`src/rtl/rxr_pkg.sv`:
```
`timescale 1ns/1ps
// Shared constants and types for the receive ring manager.
// Assumes: byte-wide buffer RAM and a fixed four-field frame record.
package rxr_pkg;
    // Phase of the frame being handled.
    typedef enum logic [1:0] {
        RX_IDLE = 2'd0,   // no frame open
        RX_FILL = 2'd1,   // storing data bytes
        RX_SKIP = 2'd2,   // cut off, waiting for the last byte
        RX_HEAD = 2'd3    // writing the frame record
    } rx_phase_e;

    // Size of the frame record at the start of the first page.
    localparam int HDR_BYTES = 4;
    // Status value written for an intact frame.
    localparam logic [7:0] STAT_INTACT = 8'h01;
endpackage

```
`src/rtl/rxr_page_step.sv`:
```
`timescale 1ns/1ps
// Page successor within the ring, plus the guard-page compare.
// Assumes: first_pg < stop_pg and pg lies inside [first_pg, stop_pg).
module rxr_page_step #(
    parameter int PG_W = 8
) (
    input  logic [PG_W-1:0] pg,
    input  logic [PG_W-1:0] first_pg,
    input  logic [PG_W-1:0] stop_pg,
    input  logic [PG_W-1:0] guard_pg,
    output logic [PG_W-1:0] nxt_pg,
    output logic            hits_guard
);
    logic [PG_W-1:0] inc_pg;

    // Next page, wrapping at the stop page, and whether it is protected.
    always_comb begin
        inc_pg     = pg + PG_W'(1);
        nxt_pg     = (inc_pg == stop_pg) ? first_pg : inc_pg;
        hits_guard = (nxt_pg == guard_pg);
    end
endmodule

```
`src/rtl/rxr_hdr_fmt.sv`:
```
`timescale 1ns/1ps
// Selects one byte of the frame record: status, next page, length low/high.
// Assumes: page numbers fit in one byte and the count is at least 16 bits wide.
module rxr_hdr_fmt
    import rxr_pkg::*;
#(
    parameter int PG_W  = 8,
    parameter int CNT_W = 16
) (
    input  logic [1:0]       idx,
    input  logic [PG_W-1:0]  nxt_pg,
    input  logic [CNT_W-1:0] len,
    output logic [7:0]       hdr_byte
);
    // Record byte for the given index.
    always_comb begin
        case (idx)
            2'd0:    hdr_byte = STAT_INTACT;
            2'd1:    hdr_byte = 8'(nxt_pg);
            2'd2:    hdr_byte = len[7:0];
            default: hdr_byte = 8'(len >> 8);
        endcase
    end
endmodule

```
`src/rtl/rxr_ring_mgr.sv`:
```
`timescale 1ns/1ps
// Receive ring manager: places frame bytes into 256-byte pages of a
// circular buffer, refuses to enter the guard page, writes a four-byte
// record at the start of each good frame and advances the current page.
// Assumes: at least four idle cycles after each last byte, and guard_pg
// differs from cur_pg whenever a frame starts.
module rxr_ring_mgr
    import rxr_pkg::*;
#(
    parameter int PG_W      = 8,
    parameter int OFF_W     = 8,
    parameter int CNT_W     = 16,
    parameter bit HAS_EARLY = 1'b1
) (
    input  logic                   clk,
    input  logic                   rst_n,
    input  logic [PG_W-1:0]        ring_first_pg,
    input  logic [PG_W-1:0]        ring_stop_pg,
    input  logic [PG_W-1:0]        guard_pg,
    input  logic                   byte_vld,
    input  logic [7:0]             byte_dat,
    input  logic                   byte_sof,
    input  logic                   byte_eof,
    input  logic                   frame_ok,
    input  logic                   early_en,
    output logic                   ram_we,
    output logic [PG_W+OFF_W-1:0]  ram_addr,
    output logic [7:0]             ram_wdata,
    output logic [PG_W-1:0]        cur_pg,
    output logic [7:0]             rx_count_lo,
    output logic [7:0]             rx_count_hi,
    output logic                   ovf,
    output logic                   irq_page,
    output logic                   irq_done
);
    localparam int              ADDR_W    = PG_W + OFF_W;
    localparam logic [OFF_W-1:0] DATA_OFF  = OFF_W'(HDR_BYTES);
    localparam logic [OFF_W-1:0] DATA_OFF1 = OFF_W'(HDR_BYTES + 1);
    localparam logic [1:0]      LAST_HIDX = 2'(HDR_BYTES - 1);

    rx_phase_e          phase;
    logic [PG_W-1:0]    cur_q;
    logic [PG_W-1:0]    wr_pg;
    logic [OFF_W-1:0]   wr_off;
    logic [PG_W-1:0]    start_pg;
    logic [CNT_W-1:0]   cnt;
    logic [1:0]         hidx;
    logic               we_q;
    logic [ADDR_W-1:0]  addr_q;
    logic [7:0]         wdata_q;
    logic               ovf_q;
    logic               irqp_q;
    logic               irqd_q;

    logic [PG_W-1:0]    step_nxt;
    logic               step_hit;
    logic [7:0]         hdr_byte;
    logic               need_pg;
    logic               early_ok;

    // Successor of the page last written, for both data and record.
    rxr_page_step #(.PG_W(PG_W)) u_step (
        .pg         (wr_pg),
        .first_pg   (ring_first_pg),
        .stop_pg    (ring_stop_pg),
        .guard_pg   (guard_pg),
        .nxt_pg     (step_nxt),
        .hits_guard (step_hit)
    );

    // Record byte for the current record index.
    rxr_hdr_fmt #(.PG_W(PG_W), .CNT_W(CNT_W)) u_hdr (
        .idx      (hidx),
        .nxt_pg   (step_nxt),
        .len      (cnt),
        .hdr_byte (hdr_byte)
    );

    // Early page interrupt is present only when the variant asks for it.
    generate
        if (HAS_EARLY) begin : g_early
            assign early_ok = early_en;
        end else begin : g_no_early
            assign early_ok = 1'b0;
        end
    endgenerate

    // A zero offset inside an open frame means the current page is full.
    assign need_pg = (wr_off == '0);

    // Frame phase, write cursor, byte count and output strobes.
    always_ff @(posedge clk) begin
        if (!rst_n) begin
            phase    <= RX_IDLE;
            cur_q    <= ring_first_pg;
            wr_pg    <= '0;
            wr_off   <= '0;
            start_pg <= '0;
            cnt      <= '0;
            hidx     <= '0;
            we_q     <= 1'b0;
            addr_q   <= '0;
            wdata_q  <= '0;
            ovf_q    <= 1'b0;
            irqp_q   <= 1'b0;
            irqd_q   <= 1'b0;
        end else begin
            we_q   <= 1'b0;
            ovf_q  <= 1'b0;
            irqp_q <= 1'b0;
            irqd_q <= 1'b0;
            case (phase)
                RX_IDLE: begin
                    if (byte_vld && byte_sof) begin
                        we_q     <= 1'b1;
                        addr_q   <= {cur_q, DATA_OFF};
                        wdata_q  <= byte_dat;
                        start_pg <= cur_q;
                        wr_pg    <= cur_q;
                        wr_off   <= DATA_OFF1;
                        cnt      <= CNT_W'(1);
                        hidx     <= '0;
                        if (byte_eof) begin
                            phase <= frame_ok ? RX_HEAD : RX_IDLE;
                        end else begin
                            phase <= RX_FILL;
                        end
                    end
                end
                RX_FILL: begin
                    if (byte_vld) begin
                        if (need_pg && step_hit) begin
                            ovf_q <= 1'b1;
                            phase <= byte_eof ? RX_IDLE : RX_SKIP;
                        end else begin
                            we_q    <= 1'b1;
                            wdata_q <= byte_dat;
                            cnt     <= cnt + CNT_W'(1);
                            wr_off  <= wr_off + OFF_W'(1);
                            if (need_pg) begin
                                wr_pg  <= step_nxt;
                                addr_q <= {step_nxt, {OFF_W{1'b0}}};
                                irqp_q <= early_ok;
                            end else begin
                                addr_q <= {wr_pg, wr_off};
                            end
                            if (byte_eof) begin
                                phase <= frame_ok ? RX_HEAD : RX_IDLE;
                            end
                        end
                    end
                end
                RX_SKIP: begin
                    if (byte_vld && byte_eof) begin
                        phase <= RX_IDLE;
                    end
                end
                RX_HEAD: begin
                    we_q    <= 1'b1;
                    addr_q  <= {start_pg, OFF_W'(hidx)};
                    wdata_q <= hdr_byte;
                    hidx    <= hidx + 2'd1;
                    if (hidx == LAST_HIDX) begin
                        cur_q  <= step_nxt;
                        irqd_q <= 1'b1;
                        phase  <= RX_IDLE;
                    end
                end
                default: phase <= RX_IDLE;
            endcase
        end
    end

    // Registered outputs.
    assign ram_we      = we_q;
    assign ram_addr    = addr_q;
    assign ram_wdata   = wdata_q;
    assign cur_pg      = cur_q;
    assign rx_count_lo = cnt[7:0];
    assign rx_count_hi = 8'(cnt >> 8);
    assign ovf         = ovf_q;
    assign irq_page    = irqp_q;
    assign irq_done    = irqd_q;
endmodule

```
`config.mk`:
```
export PLATFORM = sky130hd
export DESIGN_NAME = rxr_ring_mgr
export DESIGN_NICKNAME = d
export VERILOG_FILES = /design/src/rtl/rxr_pkg.sv /design/src/rtl/rxr_page_step.sv /design/src/rtl/rxr_hdr_fmt.sv /design/src/rtl/rxr_ring_mgr.sv
export SDC_FILE = /design/constraint.sdc
export NUM_CORES = 1
export LEC_CHECK = 0
export CAP_MARGIN = 20
export CORE_MARGIN = 5
export CORE_UTILIZATION = 54
export CTS_BUF_LIST = sky130_fd_sc_hd__clkbuf_2
export DETAILED_ROUTE_END_ITERATION = 7
export PLACE_DENSITY_LB_ADDON = 0.08
export SLEW_MARGIN = 20
export SYNTH_ARGS = -nofsm -noshare
export SYNTH_HDL_FRONTEND = slang
export SYNTH_SLANG_ARGS = --single-unit
```
`constraint.sdc`:
```
create_clock -name clk -period 4 [get_ports clk]
set_clock_uncertainty 0.15 [all_clocks]
set_input_delay 0.8 -clock clk [delete_from_list [all_inputs] [get_ports clk]]
set_output_delay 0.8 -clock clk [all_outputs]
set_load 0.02 [all_outputs]
```
# Yosys cells after proc, flatten, opt, wreduce, memory -nomap -nowiden
# Index checks and enable logic that the tools add are counted.
[classes]
bitwise = 4
add_sub_neg = 4
reduce_logical = 19
mux = 45
eq_ne = 17
[ops]
columns = ["cell", "count"]
rows = [
  ["16-bit two-way mux", 7],
  ["8-bit two-way mux", 14],
  ["16-bit one-hot mux with 3 select lines", 1],
  ["8-bit one-hot mux with 3 select lines", 2],
  ["16-bit one-hot mux with 2 select lines", 1],
  ["8-bit one-hot mux with 2 select lines", 2],
  ["2-bit two-way mux", 10],
  ["16-bit by 1-bit adder with 16-bit output, second input constant", 1],
  ["8-bit by 1-bit adder with 8-bit output, second input constant", 2],
  ["8-bit == test", 2],
  ["2-bit inequality test, second input constant", 6],
  ["5-bit AND reduction", 2],
  ["2-bit == test, second input constant", 4],
  ["8-bit zero test", 1],
  ["2-bit one-hot mux with 4 select lines", 1],
  ["2-bit AND reduction", 4],
  ["4-bit AND reduction", 2],
  ["1-bit two-way mux", 5],
  ["5-bit OR reduction", 1],
  ["2-bit by 1-bit == test with 1-bit output, second input constant", 2],
  ["2-bit zero test", 2],
  ["2-bit by 1-bit inequality test with 1-bit output, second input constant", 2],
  ["1-bit NOT", 4],
  ["2-bit one-hot mux with 2 select lines", 1],
  ["7 further kinds", 10],
]
[word_totals]
ff_bits = 80
inputBits = 39
elab_cells = 102
out_inout_bits = 52

# Depth between registers and ports, before layout
# Gate-level depths: netlist of run 1.
[logic_depth]
depth_word = 8
ltp_mapped = 15
mapped_depth_nobuf = 11

# Cells and area by module
# A second synthesis of run 1 with hierarchy kept.
[unflattened]
hier_cells = 547
hier_area_um2 = 4667.0
[by_module_without_submodules]
columns = ["mod", "instances", "area_each_um2", "seq_area_each_um2", "cells_each"]
rows = [
  ["rxr_ring_mgr", 1, 3943.8, 1681.6, 463],
  ["rxr_page_step", 1, 530.5, 0.0, 63],
  ["rxr_hdr_fmt", 1, 192.7, 0.0, 21],
]

# Least setup slack after synthesis of run 1
# Ideal clock, no wire load.
[synth_timing]
kind = "input-to-reg"
start = "input port ring_stop_pg[2]"
end = "register cnt[14]"
setup_time_ps = 72
arrival_ps = 3511
n_path_buf = 2
slack_ps = 267
t_required_ps = 3778
path_stages = 12
path_cell_list = "xor3_1 nor3_2 nand3_2 nor4_1 buf_2 mux2i_1 a21oi_1 and4_1 buf_6 a211o_4 or4_1 a21oi_1"
[synth_between]
elab_chain_len = 6
[synth_lines]
columns = ["element", "line", "rtl"]
rows = [
  ["start: declaration", "rxr_ring_mgr.sv:18", "input logic [PG_W-1:0] ring_stop_pg,"],
  ["8-bit == test", "rxr_page_step.sv:19", "nxt_pg = (inc_pg == stop_pg) ? first_pg : inc_pg;"],
  ["8-bit two-way mux", "rxr_page_step.sv:19", ""],
  ["8-bit == test", "rxr_page_step.sv:20", "hits_guard = (nxt_pg == guard_pg);"],
  ["1-bit logical AND", "rxr_ring_mgr.sv:132", "if (need_pg && step_hit) begin"],
  ["2-bit inequality test (no line)", "--", ""],
  ["4-bit AND reduction (no line)", "--", ""],
  ["end signal: assignment", "rxr_ring_mgr.sv:138", "cnt <= cnt + CNT_W'(1);"],
  ["end: declaration", "rxr_ring_mgr.sv:46", "logic [CNT_W-1:0] cnt;"],
]
# Every way passes these cells.
# A chain may end at the register's enable or synchronous reset.

# Final worst setup path of run 1
[layout_timing]
start = "register wr_pg[2]"
end = "register cnt[14]"
[layout_between]
elab_chain_len = 7
[layout_lines]
columns = ["element", "line", "rtl"]
rows = [
  ["start: declaration", "rxr_ring_mgr.sv:43", "logic [PG_W-1:0] wr_pg;"],
  ["start signal: assignment", "rxr_ring_mgr.sv:119", "wr_pg <= cur_q;"],
  ["start signal: assignment", "rxr_ring_mgr.sv:141", "wr_pg <= step_nxt;"],
  ["8-bit by 1-bit adder with 8-bit output *", "rxr_page_step.sv:18", "inc_pg = pg + PG_W'(1);"],
  ["8-bit == test", "rxr_page_step.sv:19", ""],
  ["8-bit two-way mux *", "rxr_page_step.sv:19", ""],
  ["8-bit == test *", "rxr_page_step.sv:20", ""],
  ["1-bit logical AND *", "rxr_ring_mgr.sv:132", ""],
  ["2-bit inequality test (no line) *", "--", ""],
  ["4-bit AND reduction (no line) *", "--", ""],
]
# Every way passes the cells marked *; elsewhere a longest branch is shown, timed or not.

==> results_dict.tcl, run 1 <==
set metrics [dict create \
    fin_crit_ns 3.783 \
    syn_inst 579 \
    fin_cells 788 \
    rrSetupSlack_ns 0.22 \
    critPathMostFrequentCell "a21oi_1" \
    synth_most_common_cell "dfxtp_1" \
    synth_warnings 0 \
    hold_violations 0 \
    netlist_area_sq_um 4711 \
    routed_wl_mm 13.77 \
    dp.cells 772 \
    crit_chain "xor3_1 -> nor3_2 -> nand3_2 -> nor4_2 -> buf_4 -> mux2i_1 -> a21oi_1 -> and4_1 -> a211o_4 -> or4_1 -> a21oi_1" \
    grt_use_met1 0.3351 \
    fp.coreArea_sq_um 8593 \
    ir_drop_uv 245.5 \
    async_flop_share 0 \
    path_class "flip-flop to flip-flop" \
    post-cts-setup-buffer-count 0 \
    p_total_w 0.001838 \
    antennaDiodeCount 0 \
    finalWeightedCongestion 0.8898 \
    cp.required_ns 4.34 \
    synthTopCellsByCount "72 x dfxtp_1, 71 x nand2_1, 55 x nor2_1, 49 x a21oi_1, 42 x o21ai_0" \
    r2r_start "wr_pg[2]" \
    drive_above_1_share 0.09853 \
    tightest_slew_ns 0.8672 \
    dpl_cell_area_sq_um 5858 \
    r2r_end "cnt[14]" \
    slew_viol_final 0 \
    endpoint_kind "flip-flop" \
    ctsHtreeMaxLevel 3 \
    antenna_found_initial 0 \
    syn_to_final_growth_pct 27.12 \
    cts_max_path_buffers 2 \
    synth_ff_type "dfxtp_1" \
    fp.dieArea_sq_um 10690 \
    die_h_um 103.4 \
    startpoint "wr_pg[2]" \
    first_global_vias 4516 \
    wire_per_inst_um 17.47 \
    p_leak_nw 2.189 \
    grtUsageMet3 0.04628 \
    grt_busiest_layer "met2" \
    dr.pass1.iters 5 \
    grt_pass1_wl_mm 22.11 \
    synth_top_family_by_area "simple AND/OR/NAND/NOR gates" \
    cts-buffers-inserted 9 \
    io_buffer_count 90 \
    synth-adder-area-share 0.02125 \
    holdBufCountCts 0 \
    via_per_inst 6.041 \
    yosys.area_share.xor_xnor 0.07304 \
    drtAntennaViolNets 0 \
    detailed_place_hpwl_mm 10.43 \
    synthMuxAreaShare 0.07171 \
    die_w_um 103.4 \
    synthTopCellsByArea "dfxtp_1 31%, mux2i_1 5.7%, nand2_1 5.7%, a21oi_1 5.2%, edfxtp_1 5.1%" \
    fin_crit_sh 0.9457 \
    yosysTopAreaCellShare 0.3060 \
    setup_violations 0 \
    tritoncts "yes" \
    clock_sinks 80 \
    arrival_ns 4.12 \
    synthSimpleGateAreaFrac 0.2295 \
    synth-seq-cells 80 \
    max_slew_margin 0.4205 \
    post-route-drc-count 0 \
    finalInstanceArea_sq_um 5988 \
    drtIter0Drc 277 \
    synth_area_leader_cell "dfxtp_1" \
    fin_tns_setup_ns 0 \
    timing.fmax_mhz 264.4 \
    clkTransAtPathRegs_ns 0.26 \
    pin_count 91 \
    synth_area_per_cell_sq_um 8.136 \
    maxCapViolCount 0 \
    row_count 34 \
    synth_edf_count 8 \
    use_met2 0.4480 \
    cp_slowest_stage_delay_ns 0.58 \
    vias 4760 \
    crit_fanout 15 \
    reg2reg_depth 11 \
    grtUsageTotal 0.2625 \
    grt_max_degree 38 \
    cts-root-buf "clkbuf_2" \
    worstSkewPairLatency_ns 0.56 \
    cts_resized 0 \
    status "completed" \
    rsz0062_at_grt "no" \
    ys_seq_area_frac 0.3570 \
    synth_compound_area_frac 0.1995 \
    fin_nets 722 \
    endpoint "cnt[14]" \
    synth_cell_types 59 \
    power_density_nw_per_um2 307.0 \
    critPathSlowestCell "dfxtp_1" \
    gr-total-overflow 0 \
    synth_nets 626 \
    cp-start-kind "flip-flop" \
    start_util 0.5482 \
    hp-class "flip-flop to flip-flop" \
]
==> critical path, delay by kind of cell (launching register included) <==
| family | cells | cell delay [ns] |
|---|---|---|
| AO/OA/AOI/OAI | 3 | 0.60 |
| flip-flops | 1 | 0.58 |
| XOR/XNOR | 1 | 0.49 |
| AND/OR/NAND/NOR | 5 | 1.44 |
| buffers and inverters | 1 | 0.21 |
| multiplexers | 1 | 0.24 |
==> layer usage <==
layer | wire, um | part of all wire
met1 | 5709 | 0.41
met2 | 6806 | 0.49
met3 | 942 | 0.068
met4 | 307 | 0.022
met5 | 0 | 0
==> worst min path at each step <==
stage                           start          end  slack, ns  cells past startpoint
after floorplan           start_pg[0]  start_pg[0]       0.29                      2
after global placement    start_pg[1]  start_pg[1]       0.29                      2
after detailed placement  start_pg[2]  start_pg[2]       0.30                      2
after CTS                 start_pg[2]  start_pg[2]       0.33                      2
after global routing      start_pg[1]  start_pg[1]       0.35                      2
final                     start_pg[2]  start_pg[2]       0.32                      2
==> report_power, final <==
group / internal [W] / switching, W
clock network: 0.000160 / 0.000327
registers: 0.000854 / 0.0000476
logic: 0.000208 / 0.000242
==> registers in the layout, summed over array words and instances (netlist names) <==
| register | cells |
|---|---|
| cnt | 16 |
| ram_addr | 16 |
| cur_pg | 8 |
| ram_wdata | 8 |
| start_pg | 8 |
| wr_off | 8 |
| wr_pg | 8 |
| hidx | 2 |
| phase | 2 |
| irq_done | 1 |
| irq_page | 1 |
| ovf | 1 |
| ram_we | 1 |
==> kinds of logic (layout without fill, tap and decap cells) <==
kind of cell    after synthesis  count (layout)
simple gates                221             221
compound gates              150             150
flops                        80              80
buf+inv                      52             153
xor+xnor                     35              35
mux                          33              33
fa+ha+maj                     8               8
==> stage by stage <==
step / worst slack, ns / utilization / hold slack (ns)
finish: 0.2173 / 0.6969 / 0.3243
global route: 0.01450 / 0.6969 / 0.3454
detailed placement: -0.2123 / 0.6817 / 0.2970
CTS: 0.2512 / 0.6969 / 0.3250
global placement: -0.1611 / 0.6817 / 0.2923
floorplan: 0.2672 / - / 0.2866
==> placed cells by master, fill, tap and decap left out, types with 5 or more instances in the layout <==
cell / count
clkdlybuf4s50_1: 90
dfxtp_1: 72
nand2_1: 71
nor2_1: 55
a21oi_1: 49
o21ai_0: 42
buf_4: 31
mux2i_1: 27
nand3_1: 26
xnor2_1: 17
xor2_1: 15
inv_1: 13
a211oi_1: 12
and3_1: 10
o211ai_1: 10
clkbuf_2: 9
ha_1: 8
edfxtp_1: 8
and2_1: 7
nor4_1: 6
mux2_2: 6
or3_1: 6
or4_1: 6
nand2b_1: 5
a22oi_1: 5
==> final cells by class <==
| class | count | area, sq um |
|---|---|---|
| Clock buffer | 9 | 45.04 |
| Clock inverter | 7 | 85.08 |
| Fill cell | 721 | 2605 |
| Inverter | 14 | 52.55 |
| Multi-Input combinational cell | 447 | 2815 |
| Sequential cell | 80 | 1682 |
| Tap cell | 108 | 135.1 |
| Timing Repair Buffer | 123 | 1174 |
No activity file was read; power rests on OpenSTA's default activity.
==> run 2: changes to the inputs <==
CORE_UTILIZATION = 39   (was 54)
==> results_dict.tcl, run 2 (synthesized netlist as in run 1, its figures left out) <==
set metrics [dict create \
    status "completed" \
    fin_nets 723 \
    io_buffer_count 90 \
    grtUsageMet3 0.04288 \
    grtUsageTotal 0.1953 \
    use_met2 0.3358 \
    antennaDiodeCount 0 \
    p_leak_nw 2.185 \
    tightest_slew_ns 0.7495 \
    hold_violations 0 \
    path_class "flip-flop to flip-flop" \
    setup_violations 0 \
    fp.dieArea_sq_um 14380 \
    start_util 0.3955 \
    post-place-ws_ns -0.2548 \
    endpoint_kind "flip-flop" \
    drtAntennaViolNets 0 \
    tritoncts "yes" \
    post-route-drc-count 0 \
    fin_crit_sh 0.9357 \
    grt_busiest_layer "met2" \
    critPathMostFrequentCell "a21oi_1" \
    max_slew_margin 0.4970 \
    arrival_ns 4.10 \
    cp-start-kind "flip-flop" \
    antenna_found_initial 0 \
    timing.fmax_mhz 267.2 \
    utilization 0.5076 \
    worstSkewPairLatency_ns 0.58 \
    drtIter0Drc 259 \
    die_w_um 119.9 \
    fp.coreArea_sq_um 11910 \
    slew_viol_final 0 \
    dr.pass1.iters 4 \
    reg2reg_depth 12 \
    row_count 40 \
    startpoint "wr_pg[0]" \
    worstHoldPathCells 2 \
    cts_max_path_buffers 2 \
    first_global_vias 4330 \
    cts-root-buf "clkbuf_2" \
    holdWs_ns 0.3233 \
    power_density_nw_per_um2 298.5 \
    critPathSlowestCell "or4_1" \
    endpoint "cnt[14]" \
    grt_pass1_wl_mm 22.45 \
    timing.final.ws_setup_ns 0.2570 \
    wire_per_inst_um 17.13 \
    cts-buffers-inserted 9 \
    rrSetupSlack_ns 0.26 \
    grt_use_met1 0.2466 \
    finalWeightedCongestion 0.8706 \
    r2r_end "cnt[14]" \
    drive_above_1_share 0.09838 \
    vias 4646 \
    cp_slowest_stage_delay_ns 0.51 \
    via_per_inst 5.611 \
    hp-class "flip-flop to flip-flop" \
    detailed_place_hpwl_mm 10.94 \
    cp.required_ns 4.36 \
    clkTransAtPathRegs_ns 0.24 \
    maxCapViolCount 0 \
    final_cell_mix "90 x clkdlybuf4s50_1, 72 x dfxtp_1, 71 x nand2_1" \
    rsz0062_at_grt "no" \
    fin_crit_ns 3.743 \
    clock_sinks 80 \
    r2r_start "wr_pg[0]" \
    die_h_um 119.9 \
    grt_max_degree 38 \
    post-cts-setup-buffer-count 0 \
    layout_commonest_cell "clkdlybuf4s50_1" \
    pin_count 91 \
    ctsHtreeMaxLevel 3 \
    routed_wl_mm 14.19 \
    crit_fanout 13 \
    gr-total-overflow 0 \
    crit_chain "ha_1 -> xor3_1 -> nor3_2 -> nand3_2 -> nor4_2 -> buf_4 -> mux2i_1 -> a21oi_1 -> and4_1 -> a211o_4 -> or4_1 -> a21oi_1" \
    syn_to_final_growth_pct 28.34 \
    ir_drop_uv 211.8 \
]
-- run 2: cell count changes in the layout (fill, tap and decap cells not counted), sizes merged --
cell	before	now
buf	33	34
clkbuf	9	10
clkinvlp	0	1
inv	19	15
clkinv	1	3
-- run 2: where the power goes --
part	internal [W]	switching (W)
Clock	0.000149	0.000305
Sequential	0.000853	0.0000481
Combinational	0.000208	0.000241
-- run 2: what timing repair did --
| action | in CTS | in global routing |
|---|---|---|
| hold endpoints to repair | 0 | 0 |
| hold buffers | 0 | 0 |
| gates resized for setup | 0 | 1 |
| endpoints found under the setup margin | 0 | 1 |
-- run 2: worst max-delay path: cells and delay by family, from the launching register on --
kind,cells,cell delay [ns]
AO/OA/AOI/OAI,3,0.60
multiplexers,1,0.24
flip-flops,1,0.40
buffers and inverters,1,0.19
AND/OR/NAND/NOR,5,1.42
adder cells (fa/ha/maj),1,0.30
XOR/XNOR,1,0.38
-- run 2: area by class of cell --
class,instances,area [sq um]
inverters,14,52.55
clock inverters,6,67.56
fillers,1231,5866
clock buffers,10,50.05
multi-input cells,447,2816
flip-flops and latches,80,1682
well taps,147,183.9
repair buffers,124,1194
-- run 2: per-layer routing --
metal | part of all wire | vias up
li1 | - | 2279
met1 | 0.44 | 2219
met3 | 0.055 | 17
met5 | 0 | -
met4 | 0.014 | 0
met2 | 0.49 | 131
-- run 2: per-stage QoR --
step / cell area (sq um) / instances / TNS [ns] / power (W)
2_1_floorplan: 4711 / 579 / 0 / 0.001172
3_3_place_gp: 5927 / 812 / -2.787 / 0.001365
3_5_place_dp: 5927 / 812 / -4.729 / 0.001370
4_1_cts: 6045 / 828 / 0 / 0.001824
5_1_grt: 6046 / 828 / 0 / 0.001903
6_report: 6046 / 828 / 0 / 0.001804
-- run 2: how the worst min path moves through the flow --
stage,from,end,slack [ns]
floorplan,start_pg[0],start_pg[0],0.29
global placement,start_pg[4],start_pg[4],0.29
detailed placement,start_pg[2],start_pg[2],0.30
CTS,start_pg[2],start_pg[2],0.32
global route,start_pg[5],start_pg[5],0.35
finish,start_pg[5],start_pg[5],0.32
==> run 3: changes to the inputs <==
CORE_MARGIN = 2   (was 5)
CORE_UTILIZATION = 50   (was 39)
==> results_dict.tcl, run 3 (synthesized netlist as in run 1, its figures left out) <==
set metrics [dict create \
    grtUsageMet3 0.04716 \
    p_leak_nw 2.164 \
    die_w_um 101.1 \
    hold_violations 0 \
    fin_crit_sh 0.9314 \
    via_per_inst 5.959 \
    drive_above_1_share 0.09573 \
    p_total_w 0.001738 \
    final_cell_mix "90 x clkdlybuf4s50_1, 72 x dfxtp_1, 71 x nand2_1" \
    antenna_found_initial 0 \
    ir_drop_uv 193.8 \
    fin_crit_ns 3.726 \
    maxCapViolCount 0 \
    slew_viol_final 0 \
    path_class "flip-flop to flip-flop" \
    setup_violations 0 \
    clock_sinks 80 \
    r2r_end "cnt[14]" \
    wire_per_inst_um 16.92 \
    worstHoldPathCells 2 \
    first_global_vias 4393 \
    routed_wl_mm 13.37 \
    power_density_nw_per_um2 292.8 \
    timing.fmax_mhz 268.4 \
    drtAntennaViolNets 0 \
    vias 4708 \
    arrival_ns 4.07 \
    row_count 35 \
    finalWeightedCongestion 0.9075 \
    grtUsageTotal 0.2664 \
    status "completed" \
    layout_commonest_cell "clkdlybuf4s50_1" \
    cts-root-buf "clkbuf_2" \
    finalInstanceArea_sq_um 5936 \
    dr.pass1.iters 5 \
    start_util 0.5122 \
    max_slew_margin 0.4832 \
    grt_busiest_layer "met2" \
    post-route-drc-count 0 \
    worstSkewPairLatency_ns 0.55 \
    pin_count 91 \
    fp.dieArea_sq_um 10210 \
    clkTransAtPathRegs_ns 0.23 \
    crit_fanout 13 \
    grt_use_met1 0.3420 \
    rsz0062_at_grt "no" \
    cp.required_ns 4.34 \
    grt_max_degree 38 \
    holdBufCountCts 0 \
    endpoint_kind "flip-flop" \
    cp-start-kind "flip-flop" \
    use_met2 0.4483 \
    hp-class "flip-flop to flip-flop" \
    gr-total-overflow 0 \
    ctsHtreeMaxLevel 3 \
    fin_nets 721 \
    detailed_place_hpwl_mm 9.988 \
    r2r_start "wr_pg[0]" \
    io_buffer_count 90 \
    antennaDiodeCount 0 \
    holdPathEnd "start_pg[2]" \
    tritoncts "yes" \
    cts_max_path_buffers 2 \
    cts_resized 0 \
    rrSetupSlack_ns 0.27 \
    grt_pass1_wl_mm 21.62 \
    syn_to_final_growth_pct 26.00 \
    post-cts-setup-buffer-count 0 \
    fp.coreArea_sq_um 9196 \
    tightest_slew_ns 0.7742 \
    die_h_um 101.1 \
    dpl_cell_area_sq_um 5842 \
    cts-buffers-inserted 9 \
    reg2reg_depth 12 \
    drtIter0Drc 188 \
    min_from "start_pg[2]" \
]
## run 3: area by class of cell
class                           instances  area [sq um]
Inverter                               14         52.55
Timing Repair Buffer                  122          1154
Fill cell                             811          3261
Multi-Input combinational cell        447          2815
Clock inverter                          6         43.79
Sequential cell                        80          1682
Clock buffer                           10         50.05
Tap cell                              111         138.9
## run 3: per-layer routing
metal,wire length (um),vias to the layer above
met5,0,-
met4,353,0
met3,819,33
met2,6411,192
met1,5780,2212
li1,-,2271
## run 3: worst max-delay path, stage by stage, from the launching register on
cell	delay, ns
dfxtp_1	0.38
ha_1	0.31
xor3_1	0.38
nor3_2	0.23
and3_1	0.33
a32oi_1	0.13
nor4_1	0.31
buf_4	0.18
a21oi_1	0.05
and4_1	0.20
a211o_4	0.39
or4_1	0.51
a21oi_1	0.14
## run 3: per-stage QoR
stage          setup TNS (ns)  cells  hold WS (ns)  setup slack, ns    util
2_1_floorplan               0    579        0.2866           0.2672       -
3_3_place_gp          -0.7371    774        0.2916          -0.1119  0.6352
3_5_place_dp           -2.820    774        0.2969          -0.1883  0.6352
4_1_cts                     0    790        0.3215           0.2863  0.6454
5_1_grt                     0    790        0.3563          0.01108  0.6454
6_report                    0    790        0.3197           0.2743  0.6454
## run 3: worst max-delay path by stage
| stage | from | end | slack (ns) |
|---|---|---|---|
| final | wr_pg[0] | cnt[14] | 0.27 |
| after global routing | wr_pg[0] | wr_pg[1] | 0.01 |
| after CTS | wr_pg[0] | cnt[13] | 0.29 |
| after detailed placement | ring_stop_pg[2] | cnt[13] | -0.19 |
| after global placement | ring_stop_pg[2] | cnt[14] | -0.11 |
| after floorplan | ring_stop_pg[2] | cnt[14] | 0.27 |
## run 3: report_power, final
group	internal (W)	switching [W]	total, W
logic	0.000206	0.000240	0.000446
clock network	0.0000875	0.000304	0.000391
registers	0.000853	0.0000472	0.000900
